<file path="config.mk">
export PLATFORM = sky130hd
export DESIGN_NAME = spi_rt_master
export DESIGN_NICKNAME = d
export VERILOG_FILES = /design/src/rtl/spi_rt_pkg.sv /design/src/rtl/spi_rt_clkgen.sv /design/src/rtl/spi_rt_shifter.sv /design/src/rtl/spi_rt_regs.sv /design/src/rtl/spi_rt_master.sv
export SDC_FILE = /design/constraint.sdc
export NUM_CORES = 1
export LEC_CHECK = 0
export ABC_AREA = 1
export BUFFER_PORTS_ARGS = -buffer_cell sky130_fd_sc_hd__buf_2
export CAP_MARGIN = 10
export CELL_PAD_IN_SITES_DETAIL_PLACEMENT = 1
export CELL_PAD_IN_SITES_GLOBAL_PLACEMENT = 2
export CORE_MARGIN = 1
export CORE_UTILIZATION = 37
export CTS_BUF_LIST = sky130_fd_sc_hd__clkbuf_4 sky130_fd_sc_hd__clkbuf_8
export DETAILED_ROUTE_END_ITERATION = 16
export PLACE_DENSITY = 0.79
export SYNTH_ARGS = -nofsm -noshare
export SYNTH_HDL_FRONTEND = slang
export SYNTH_SLANG_ARGS = --single-unit
</file>
<file path="constraint.sdc">
create_clock -name clk_i -period 3.4 [get_ports clk_i]
set_input_delay 0.17 -clock clk_i [delete_from_list [all_inputs] [get_ports clk_i]]
set_output_delay 0.17 -clock clk_i [all_outputs]
set_load 0.02 [all_outputs]
</file>
<file path="src/rtl/spi_rt_pkg.sv">
package spi_rt_pkg;
  localparam int DW = 16;
  localparam int AW = 3;

  localparam logic [AW-1:0] A_CTRL = 3'd0;
  localparam logic [AW-1:0] A_BAUD = 3'd1;
  localparam logic [AW-1:0] A_TXD  = 3'd2;
  localparam logic [AW-1:0] A_RXD  = 3'd3;
  localparam logic [AW-1:0] A_SHD  = 3'd4;
  localparam logic [AW-1:0] A_STAT = 3'd5;

  localparam int CB_EN   = 0;
  localparam int CB_MSTR = 1;
  localparam int CB_CPOL = 2;
  localparam int CB_CPHA = 3;
  localparam int CB_LSBF = 4;
  localparam int CB_SIZE = 5;
  localparam int CB_CS   = 6;
  localparam int CW      = 7;

  localparam logic [CW-1:0] CTRL_RST = 7'h43;
  localparam logic [DW-1:0] BAUD_RST = 16'd4;
endpackage

</file>
<file path="src/rtl/spi_rt_clkgen.sv">
module spi_rt_clkgen #(
  parameter  int DW = 16,
  localparam int EW = $clog2(2*DW)
) (
  input  logic          clk_i,
  input  logic          rst_ni,
  input  logic          start_i,
  input  logic [DW-1:0] baud_i,
  input  logic          cpol_i,
  input  logic          size16_i,
  output logic          sck_o,
  output logic          busy_o,
  output logic          lead_o,
  output logic          trail_o,
  output logic          first_o,
  output logic          last_o,
  output logic          fin_o
);
  logic [DW-1:0] half, hcnt;
  logic [EW-1:0] ecnt;
  logic          ph, busy_q, tick;

  assign half    = (baud_i < DW'(2)) ? DW'(2) : baud_i;
  assign tick    = busy_q && (hcnt >= half - DW'(1));
  assign last_o  = ecnt == (size16_i ? EW'(2*DW-1) : EW'(15));
  assign first_o = ecnt == '0;
  assign lead_o  = tick && !ph;
  assign trail_o = tick && ph;
  assign fin_o   = tick && last_o;
  assign sck_o   = cpol_i ^ ph;
  assign busy_o  = busy_q;

  always_ff @(posedge clk_i or negedge rst_ni) begin
    if (!rst_ni) begin
      busy_q <= 1'b0;
      hcnt   <= '0;
      ecnt   <= '0;
      ph     <= 1'b0;
    end else if (!busy_q) begin
      if (start_i) begin
        busy_q <= 1'b1;
        hcnt   <= '0;
        ecnt   <= '0;
        ph     <= 1'b0;
      end
    end else if (tick) begin
      hcnt <= '0;
      ph   <= ~ph;
      ecnt <= ecnt + EW'(1);
      if (last_o) busy_q <= 1'b0;
    end else begin
      hcnt <= hcnt + DW'(1);
    end
  end


  sck_idle_chk: assert property (@(posedge clk_i) disable iff (!rst_ni)
    !busy_q |-> sck_o == cpol_i);

  busy_end_chk: assert property (@(posedge clk_i) disable iff (!rst_ni)
    $fell(busy_q) |-> $past(fin_o));
endmodule

</file>
<file path="src/rtl/spi_rt_shifter.sv">
module spi_rt_shifter #(
  parameter  int DW = 16,
  localparam int HW = DW/2
) (
  input  logic          clk_i,
  input  logic          rst_ni,
  input  logic          load_i,
  input  logic [DW-1:0] tx_i,
  input  logic          size16_i,
  input  logic          lsbf_i,
  input  logic          cpha_i,
  input  logic          lead_i,
  input  logic          trail_i,
  input  logic          first_i,
  input  logic          last_i,
  input  logic          fin_i,
  input  logic          miso_i,
  output logic          mosi_o,
  output logic [DW-1:0] rx_o
);
  logic [DW-1:0] tx_sh, rx_sh, rx_nxt, rx_pick, rx_word, rx_q;
  logic          sample, shift;

  assign sample  = cpha_i ? trail_i : lead_i;
  assign shift   = cpha_i ? (lead_i && !first_i) : (trail_i && !last_i);
  assign rx_nxt  = lsbf_i ? {miso_i, rx_sh[DW-1:1]} : {rx_sh[DW-2:0], miso_i};
  assign rx_pick = sample ? rx_nxt : rx_sh;
  assign rx_word = size16_i ? rx_pick
                 : {{HW{1'b0}}, (lsbf_i ? rx_pick[DW-1:HW] : rx_pick[HW-1:0])};
  assign mosi_o  = lsbf_i ? tx_sh[0] : (size16_i ? tx_sh[DW-1] : tx_sh[HW-1]);
  assign rx_o    = rx_q;

  always_ff @(posedge clk_i or negedge rst_ni) begin
    if (!rst_ni) begin
      tx_sh <= '0;
      rx_sh <= '0;
      rx_q  <= '0;
    end else begin
      if (load_i) begin
        tx_sh <= tx_i;
        rx_sh <= '0;
      end else begin
        if (shift)  tx_sh <= lsbf_i ? (tx_sh >> 1) : (tx_sh << 1);
        if (sample) rx_sh <= rx_nxt;
      end
      if (fin_i) rx_q <= rx_word;
    end
  end


  size8_chk: assert property (@(posedge clk_i) disable iff (!rst_ni)
    (fin_i && !size16_i) |=> rx_q[DW-1:HW] == '0);
endmodule

</file>
<file path="src/rtl/spi_rt_regs.sv">
module spi_rt_regs
  import spi_rt_pkg::*;
(
  input  logic          clk_i,
  input  logic          rst_ni,
  input  logic [AW-1:0] addr_i,
  input  logic          wr_i,
  input  logic          rd_i,
  input  logic [DW-1:0] wdata_i,
  output logic [DW-1:0] rdata_o,
  input  logic          busy_i,
  input  logic          fin_i,
  input  logic [DW-1:0] rx_i,
  output logic [CW-1:0] ctrl_o,
  output logic [DW-1:0] baud_o,
  output logic [DW-1:0] txd_o,
  output logic          start_o,
  output logic          irq_o
);
  logic [CW-1:0] ctrl;
  logic [DW-1:0] baud, txd;
  logic          done, rd_rx;

  assign rd_rx   = rd_i && addr_i == A_RXD;
  assign start_o = rd_rx && ctrl[CB_EN] && !busy_i;
  assign ctrl_o  = ctrl;
  assign baud_o  = baud;
  assign txd_o   = txd;
  assign irq_o   = done;

  always_ff @(posedge clk_i or negedge rst_ni) begin
    if (!rst_ni) begin
      ctrl <= CTRL_RST;
      baud <= BAUD_RST;
      txd  <= '0;
      done <= 1'b0;
    end else begin
      if (wr_i) begin
        case (addr_i)
          A_CTRL:  ctrl <= wdata_i[CW-1:0];
          A_BAUD:  baud <= wdata_i;
          A_TXD:   txd  <= wdata_i;
          default: ;
        endcase
      end
      if (fin_i)      done <= 1'b1;
      else if (rd_rx) done <= 1'b0;
    end
  end

  always_comb begin
    case (addr_i)
      A_CTRL:  rdata_o = {{(DW-CW){1'b0}}, ctrl};
      A_BAUD:  rdata_o = baud;
      A_TXD:   rdata_o = txd;
      A_RXD,
      A_SHD:   rdata_o = rx_i;
      A_STAT:  rdata_o = {{(DW-2){1'b0}}, busy_i, done};
      default: rdata_o = '0;
    endcase
  end


  start_busy_chk: assert property (@(posedge clk_i) disable iff (!rst_ni)
    start_o |=> busy_i);

  irq_rise_chk: assert property (@(posedge clk_i) disable iff (!rst_ni)
    $rose(done) |-> $past(fin_i));

  shadow_keep_chk: assert property (@(posedge clk_i) disable iff (!rst_ni)
    (rd_i && addr_i == A_SHD && done) |=> done);

  busy_ignore_chk: assert property (@(posedge clk_i) disable iff (!rst_ni)
    (rd_rx && busy_i && !fin_i) |=> busy_i);

  dis_rd_chk: assert property (@(posedge clk_i) disable iff (!rst_ni)
    (rd_rx && !ctrl[CB_EN] && !busy_i) |=> !busy_i && !done);
endmodule

</file>
<file path="src/rtl/spi_rt_master.sv">
module spi_rt_master
  import spi_rt_pkg::*;
(
  input  logic          clk_i,
  input  logic          rst_ni,
  input  logic [AW-1:0] bus_addr_i,
  input  logic          bus_wr_i,
  input  logic          bus_rd_i,
  input  logic [DW-1:0] bus_wdata_i,
  output logic [DW-1:0] bus_rdata_o,
  output logic          irq_o,
  output logic          sck_o,
  output logic          mosi_o,
  input  logic          miso_i,
  output logic          cs_no,
  output logic          io_oe_o
);
  logic [CW-1:0] ctrl;
  logic [DW-1:0] baud, txd, rx;
  logic          start, busy, lead, trail, first, last, fin;

  spi_rt_regs u_regs (
    .clk_i, .rst_ni,
    .addr_i (bus_addr_i), .wr_i (bus_wr_i), .rd_i (bus_rd_i),
    .wdata_i(bus_wdata_i), .rdata_o(bus_rdata_o),
    .busy_i (busy), .fin_i (fin), .rx_i (rx),
    .ctrl_o (ctrl), .baud_o (baud), .txd_o (txd),
    .start_o(start), .irq_o (irq_o)
  );

  spi_rt_clkgen #(.DW(DW)) u_clk (
    .clk_i, .rst_ni,
    .start_i (start), .baud_i (baud),
    .cpol_i  (ctrl[CB_CPOL]), .size16_i(ctrl[CB_SIZE]),
    .sck_o   (sck_o), .busy_o (busy),
    .lead_o  (lead), .trail_o(trail),
    .first_o (first), .last_o (last), .fin_o (fin)
  );

  spi_rt_shifter #(.DW(DW)) u_shf (
    .clk_i, .rst_ni,
    .load_i  (start), .tx_i (txd),
    .size16_i(ctrl[CB_SIZE]), .lsbf_i (ctrl[CB_LSBF]), .cpha_i (ctrl[CB_CPHA]),
    .lead_i  (lead), .trail_i(trail), .first_i(first), .last_i (last),
    .fin_i   (fin), .miso_i (miso_i),
    .mosi_o  (mosi_o), .rx_o (rx)
  );

  assign cs_no   = ctrl[CB_CS];
  assign io_oe_o = ctrl[CB_EN];
endmodule

</file>
==> impl_metrics.py, run 1 <==
metrics = {
    "worst_setup_path": {
        "crit_path_max_fanout": 6,
        "r2r_slack_ns": -0.02,
        "worstPathArrival_ns": 3.72,
        "r2r_end": "u_shf.rx_o[11]",
        "cp-end-kind": "flop",
        "timing.rr.start": "u_regs.baud_o[2]",
        "cp-start-kind": "flop",
        "worstRegToRegCells": 22,
        "required_ns": 3.70,
        "criticalPathCategory": "reg2reg",
    },
    "logic_synthesis": {
        "synth_area_per_cell_um2": 7.65,
        "synth_cells": 837,
        "ys_warn_count": 0,
        "synth_compound_area_share_pct": 15.6,
        "synthXorXnorAreaFrac_pct": 2.73,
        "synthMuxAreaShare_pct": 0,
        "synth-seq-area-share_pct": 43.4,
        "synth_top_family_by_area": "simple AND/OR/NAND/NOR gates",
        "synthSimpleGateAreaFrac_pct": 25.3,
        "ys_types": 39,
        "synthAdderAreaFrac_pct": 3.91,
        "synth_seq_cells": 111,
        "syn_area_um2": 6400,
        "syn_nets": 881,
    },
    "finish": {
        "drive_above_1_share_pct": 25.7,
        "final_cell_area_um2": 7980,
        "area_delta_synth_final_pct": 24.6,
        "nNetsFinal": 961,
        "antenna_cells": 0,
        "n_fill_cell": 2012,
    },
    "timing": {
        "setup_violations": 6,
        "fin_skew_ns": 0.0187,
        "finalCriticalPeriod_ns": 3.42,
        "max_freq_ghz": 0.292,
        "relSlewSlack_pct": 36.4,
        "slew_viol_final": 0,
        "fin_crit_sh_pct": 101,
        "tightestPinTransition_ns": 0.950,
        "rsz0062_at_grt": "true",
        "holdWs_ns": 0.0410,
        "fin_tns_setup_ns": -0.0628,
        "hold_violations": 0,
        "fin_ws_ns": -0.0215,
    },
    "route": {
        "via_per_inst": 5.27,
        "dr.pass1.iters": 5,
        "drtIter0Drc": 310,
        "routedWlPerCell_um": 19.0,
        "routed_wl_mm": 21.7,
        "postRouteAntennaNets": 0,
        "drc": 0,
        "route.vias.total": 6021,
    },
    "global_route": {
        "grt_use_total_pct": 25.3,
        "grt.busiest_layer": "met2",
        "overflow": 0,
        "met1_usage_pct": 32.4,
        "grt_max_degree": 64,
        "grt_pass1_vias": 6288,
        "use_met2_pct": 44.3,
        "antenna_found_initial": 0,
        "use_met3_pct": 3.20,
        "grt_pass1_wl_mm": 34.5,
    },
    "clock_network": {
        "insertion_delay_ns": 0.41,
        "cts_inserted_buffers": 9,
        "cts_root_buf": "clkbuf_8",
        "cts.sinks": 111,
        "cts_tree": "done",
        "ctsLongestPathBuffers": 2,
        "htreeDepth": 3,
        "clk_pin_slew_ns": 0.13,
    },
    "die": {
        "die_width_um": 134,
        "core_region_area_um2": 16800,
        "num_rows": 47,
        "die-area_um2": 17800,
        "initial_core_util_pct": 38.2,
        "io_pins": 45,
        "dieHeight_um": 134,
    },
    "worst_hold_path": {
        "worstHoldPathCells": 3,
        "min_from": "bus_wdata_i[15]",
        "holdPathEnd": "u_regs.txd_o[15]",
        "hp-class": "in2reg",
    },
    "power": {
        "vdd_drop_max_uv": 331,
        "power.density_nw_per_um2": 722,
        "leakage_nw": 3.85,
    },
    "placed_design": {
        "port_buffers": 44,
        "postPlaceCellArea_um2": 7000,
        "dpl.hpwl_mm": 15.5,
        "place.gp.congestion": 0.820,
    },
    "run_status": {
        "outcome": "finished with violations",
        "violations": "setup timing",
    },
    "flow_run": {
        "drv_cap": 0,
    },
}
## routing by layer
metal  vias up  wire [um]
met5         -          0
met4         0        464
met3        25        429
met2        75      11100
met1      3007       9710
li1       2914          -
## worst max-delay path: stages, from the launching register on
cell and delay, ns:
dfstp_2 0.54, nor2_1 0.06, nand4_1 0.15, nand2_1 0.09, inv_2 0.11, nand2_2 0.09, nor2_4 0.13, nand3_4 0.09
nor2_4 0.11, nand2_1 0.09, xor2_1 0.15, ha_1 0.33, a21oi_2 0.15, o21ai_2 0.07, a21oi_2 0.15, nand2_2 0.12
buf_6 0.15, nand4_4 0.13, buf_12 0.15, nand2_8 0.07, buf_4 0.14, o21ai_2 0.16, o22ai_2 0.10
## sequential cells by signal (all words and copies together) (netlist names)
| name | count |
|---|---|
| u_clk.hcnt | 16 |
| u_regs.baud_o | 16 |
| u_regs.txd_o | 16 |
| u_shf.rx_o | 16 |
| u_shf.rx_sh | 16 |
| u_shf.tx_sh | 16 |
| u_regs.ctrl_o | 7 |
| u_clk.ecnt | 5 |
| u_clk.busy_o | 1 |
| u_clk.ph | 1 |
| u_regs.irq_o | 1 |
## cells in the mapped netlist (all sizes together)
cell type | count | area share (%)
a21oi | 19 | 1.5
or2 | 7 | 0.72
nor2 | 41 | 2.8
dfstp | 4 | 1.6
o22ai | 9 | 0.88
dfrtp | 107 | 42
xnor2 | 5 | 0.68
clkbuf | 20 | 1.2
and2 | 4 | 0.39
o211ai | 11 | 1.3
nand2 | 225 | 13
o32ai | 2 | 0.27
xor2 | 15 | 2.1
o221ai | 9 | 1.2
buf | 12 | 1.1
nand4 | 13 | 1.7
and3 | 1 | 0.098
a32o | 1 | 0.16
ha | 20 | 3.9
o2111ai | 7 | 0.96
o21bai | 3 | 0.35
o21ai | 113 | 8.9
inv | 115 | 6.7
nand3 | 64 | 5.2
o21a | 1 | 0.12
nor3 | 9 | 0.94
## power by group
part / leakage, nW / internal (mW) / total (mW) / switching, mW
Sequential: 1.41 / 1.75 / 2.17 / 0.422
Combinational: 2.35 / 1.15 / 2.77 / 1.62
Clock: 0.0960 / 0.299 / 0.823 / 0.524
Total: 3.85 / 3.20 / 5.77 / 2.57
## placed cells by master, fill, tap and decap left out, types with 5 or more instances in the layout
cell / synthesis / routed
a21oi_1: 19 / 16
buf_12: 0 / 6
buf_2: 8 / 43
buf_4: 4 / 43
clkbuf_8: 0 / 10
dfrtp_1: 107 / 107
ha_1: 20 / 19
inv_1: 108 / 106
inv_2: 7 / 7
nand2_1: 219 / 202
nand2_2: 6 / 19
nand3_1: 62 / 24
nand3_2: 2 / 34
nand3_4: 0 / 6
nand4_1: 11 / 11
nor2_1: 37 / 29
nor2_2: 1 / 6
nor2_4: 3 / 6
nor3_2: 3 / 5
o2111ai_1: 7 / 7
o211ai_1: 11 / 11
o21ai_0: 101 / 92
o21ai_1: 11 / 12
o21ai_2: 1 / 9
o221ai_1: 9 / 9
o22ai_1: 9 / 8
or2_2: 5 / 5
xor2_1: 15 / 14
## kinds of logic after synthesis
family | count (synthesis)
xor gates and xnor gates | 20
buffers and inverters | 147
and+or+nand+nor | 364
adders and majority gates | 20
AOI/OAI and AO/OA | 175
DFF | 111
## timing repair
action                                  CTS  global route
cloned                                    4             1
gates resized for setup                  76            51
endpoints found under the setup margin   51            67
pin swaps                                41            36
setup buffers                            17             5
endpoints found under the hold margin    60             0
hold buffers                              1             0
## stage by stage
stage | worst slack, ns | util, % | power, mW | std cells
floorplan | 0.273 | - | 3.60 | 837
global placement | -0.146 | 41.8 | 4.26 | 1098
detailed placement | -0.361 | 41.8 | 4.36 | 1098
CTS | -0.0478 | 46.0 | 5.61 | 1136
global route | -0.243 | 47.6 | 6.20 | 1142
finish | -0.0215 | 47.6 | 5.77 | 1142
## layout make-up
| class | instances | area [um2] | share of cell area [%] |
|---|---|---|---|
| clock buffer | 10 | 138 | 1.72 |
| clock inverter | 6 | 55.1 | 0.690 |
| inverter | 115 | 438 | 5.49 |
| multi-input combinational | 581 | 3510 | 44.0 |
| sequential | 111 | 2780 | 34.9 |
| tap | 220 | 275 | 3.45 |
| timing repair buffer | 99 | 782 | 9.80 |
## worst max path at each step
stage / endpoint / slack (ns) / cells after the start / start
2_1_floorplan: u_shf.tx_sh[2] / 0.27 / 22 / u_regs.baud_o[2]
3_3_place_gp: u_shf.rx_o[15] / -0.15 / 18 / u_regs.baud_o[10]
3_5_place_dp: u_shf.rx_o[11] / -0.36 / 18 / u_regs.baud_o[10]
5_1_grt: u_shf.rx_o[5] / -0.24 / 22 / u_regs.baud_o[14]
4_1_cts: u_shf.rx_o[4] / -0.05 / 24 / u_regs.baud_o[11]
6_report: u_shf.rx_o[11] / -0.02 / 22 / u_regs.baud_o[2]
Power figures use the tool's default switching activity.
==> inputs of run 2 (changes only) <==
Settings changed: CORE_UTILIZATION 37 to 40, PLACE_DENSITY 0.79 to 0.85.
Clock period 3.4 ns to 4.4 ns, I/O delays scaled along.
==> run 2 against run 1 <==
- the flow now finishes without violations
- global-route usage grew 0.15 points
- highest routed layer unchanged
- first-iteration DRC count fell by 25%
- count of clock-buffer cells in the layout fell by 1
- clock power is 11% lower
- flip-flop and latch count stayed put
- critical endpoint is now u_shf.rx_sh[8]
- worst setup slack better by 0.50 ns
- routed wire length fell by 9.3%
- critical path depth shrank 2
==> impl_metrics.py, run 2 (synthesis gave the netlist of run 1 again) <==
metrics = {
    "run_status": {
        "outcome": "complete, no violations",
    },
    "global_route": {
        "grt_max_degree": 48,
        "grt_use_total_pct": 25.5,
        "grt_pass1_vias": 6031,
        "antenna_found_initial": 1,
        "grt_pass1_wl_mm": 32.0,
        "overflow": 0,
    },
    "finish": {
        "drive_above_1_share_pct": 11.6,
        "n_fill_cell": 1991,
        "final_common_cell": "nand2_1",
        "nNetsFinal": 911,
        "area_delta_synth_final_pct": 9.77,
        "finalNonFillerCells": 1084,
        "layout_common_cells": "219 x nand2_1, 108 x inv_1, 107 x dfrtp_1, 101 x o21ai_0, 62 x nand3_1",
    },
    "timing": {
        "finalCriticalPeriod_ns": 3.92,
        "fin_skew_ns": 0.0161,
        "setup_violations": 0,
        "rsz0062_at_grt": "false",
        "hold_violations": 0,
        "slew_viol_final": 0,
        "fin_crit_sh_pct": 89.1,
        "tightestPinTransition_ns": 0.941,
        "holdWs_ns": 0.0936,
        "relSlewSlack_pct": 37.1,
        "max_freq_ghz": 0.255,
        "fin_tns_setup_ns": 0,
    },
    "worst_setup_path": {
        "r2r_end": "u_shf.rx_sh[8]",
        "timing.rr.start": "u_regs.baud_o[2]",
        "criticalPathCategory": "reg2reg",
        "startpoint": "u_regs.baud_o[2]",
        "crit_path_max_fanout": 24,
        "required_ns": 4.72,
        "cp-end-kind": "flop",
        "worstPathArrival_ns": 4.24,
        "r2r_slack_ns": 0.48,
        "cp-start-kind": "flop",
        "worstRegToRegCells": 20,
    },
    "placed_design": {
        "place.gp.congestion": 0.869,
        "dpl.hpwl_mm": 15.2,
        "port_buffers": 44,
        "dp_cells": 1066,
    },
    "die": {
        "io_pins": 45,
        "dieHeight_um": 129,
        "initial_core_util_pct": 41.5,
        "core_region_area_um2": 15400,
        "die-area_um2": 16500,
        "die_width_um": 129,
        "num_rows": 45,
    },
    "power": {
        "power.density_nw_per_um2": 570,
        "leakage_nw": 3.40,
        "vdd_drop_max_uv": 265,
    },
    "route": {
        "routedWlPerCell_um": 18.2,
        "drtIter0Drc": 233,
        "via_per_inst": 5.33,
        "drc": 0,
        "postRouteAntennaNets": 0,
        "dr.pass1.iters": 5,
        "routed_wl_mm": 19.7,
        "route.vias.total": 5778,
    },
    "clock_network": {
        "ctsLongestPathBuffers": 2,
        "clk_pin_slew_ns": 0.12,
        "cts_root_buf": "clkbuf_8",
        "cts.repair.resized": 0,
        "htreeDepth": 3,
        "insertion_delay_ns": 0.41,
        "cts_tree": "done",
        "cts_inserted_buffers": 9,
        "cts.sinks": 111,
    },
    "worst_hold_path": {
        "worstHoldPathCells": 3,
        "hp-class": "in2reg",
        "holdPathEnd": "u_regs.txd_o[8]",
        "min_from": "bus_wdata_i[8]",
    },
    "flow_run": {
        "drv_cap": 0,
    },
}
==> run 2: worst max path at each step <==
stage,to
6_report,u_shf.rx_sh[8]
5_1_grt,u_shf.rx_o[13]
4_1_cts,u_shf.rx_o[11]
3_5_place_dp,u_shf.rx_o[11]
3_3_place_gp,u_shf.rx_sh[8]
2_1_floorplan,u_shf.tx_sh[2]
==> run 2: what timing repair did <==
action | in CTS | in global routing
hold buffers | 1 | 0
endpoints found under the hold margin | 26 | 0
buffers inserted | 0 | 0
endpoints found under the setup margin | 0 | 0
==> run 2: per-stage QoR <==
step	setup WS, ns	instance area, um2	util (%)	power, mW
final	0.479	7030	45.6	4.01
after global routing	0.0731	7030	45.6	4.34
after CTS	0.478	7030	45.6	4.04
after detailed placement	0.498	6790	44.0	3.29
after global placement	0.693	6790	44.0	3.22
after floorplan	1.27	6400	-	2.78
==> run 2: layout make-up <==
class / instances / area, um2 / area share, %
sequential: 111 / 2780 / 39.6
timing repair buffer: 51 / 278 / 3.95
clock buffer: 9 / 124 / 1.76
clock inverter: 7 / 104 / 1.48
multi-input combinational: 579 / 3040 / 43.3
tap: 211 / 264 / 3.76
antenna: 1 / 2.50 / 0.0356
inverter: 115 / 432 / 6.14
==> run 2: routing by layer <==
layer / vias up / global-route usage, % / share of wire, %
li1: 2808 / - / -
met3: 23 / 5.07 / 3.6
met5: - / 0 / 0
met1: 2853 / 31.1 / 43
met4: 0 / 8.72 / 2.2
met2: 94 / 44.8 / 51
==> run 2: worst max-delay path, stage by stage, from the launching register on <==
cell	delay (ns)
dfstp_2	0.60
nor2_1	0.08
nand4_1	0.12
nand2_1	0.07
inv_2	0.07
nand2_1	0.08
nor2_1	0.19
nand3_1	0.15
nor2_1	0.22
nand2_1	0.09
xor2_1	0.15
ha_1	0.29
nand2_1	0.07
nor3_1	0.20
nand2_1	0.11
nand2_2	0.16
nand4_4	0.25
nand2_2	0.45
nand2_1	0.13
and2_1	0.18
nor2_1	0.15
==> run 2: report_power, final <==
part,total (mW),internal (mW),switching [mW]
Sequential,1.68,1.35,0.324
Combinational,1.60,0.576,1.02
Clock,0.731,0.328,0.403
Total,4.01,2.26,1.75
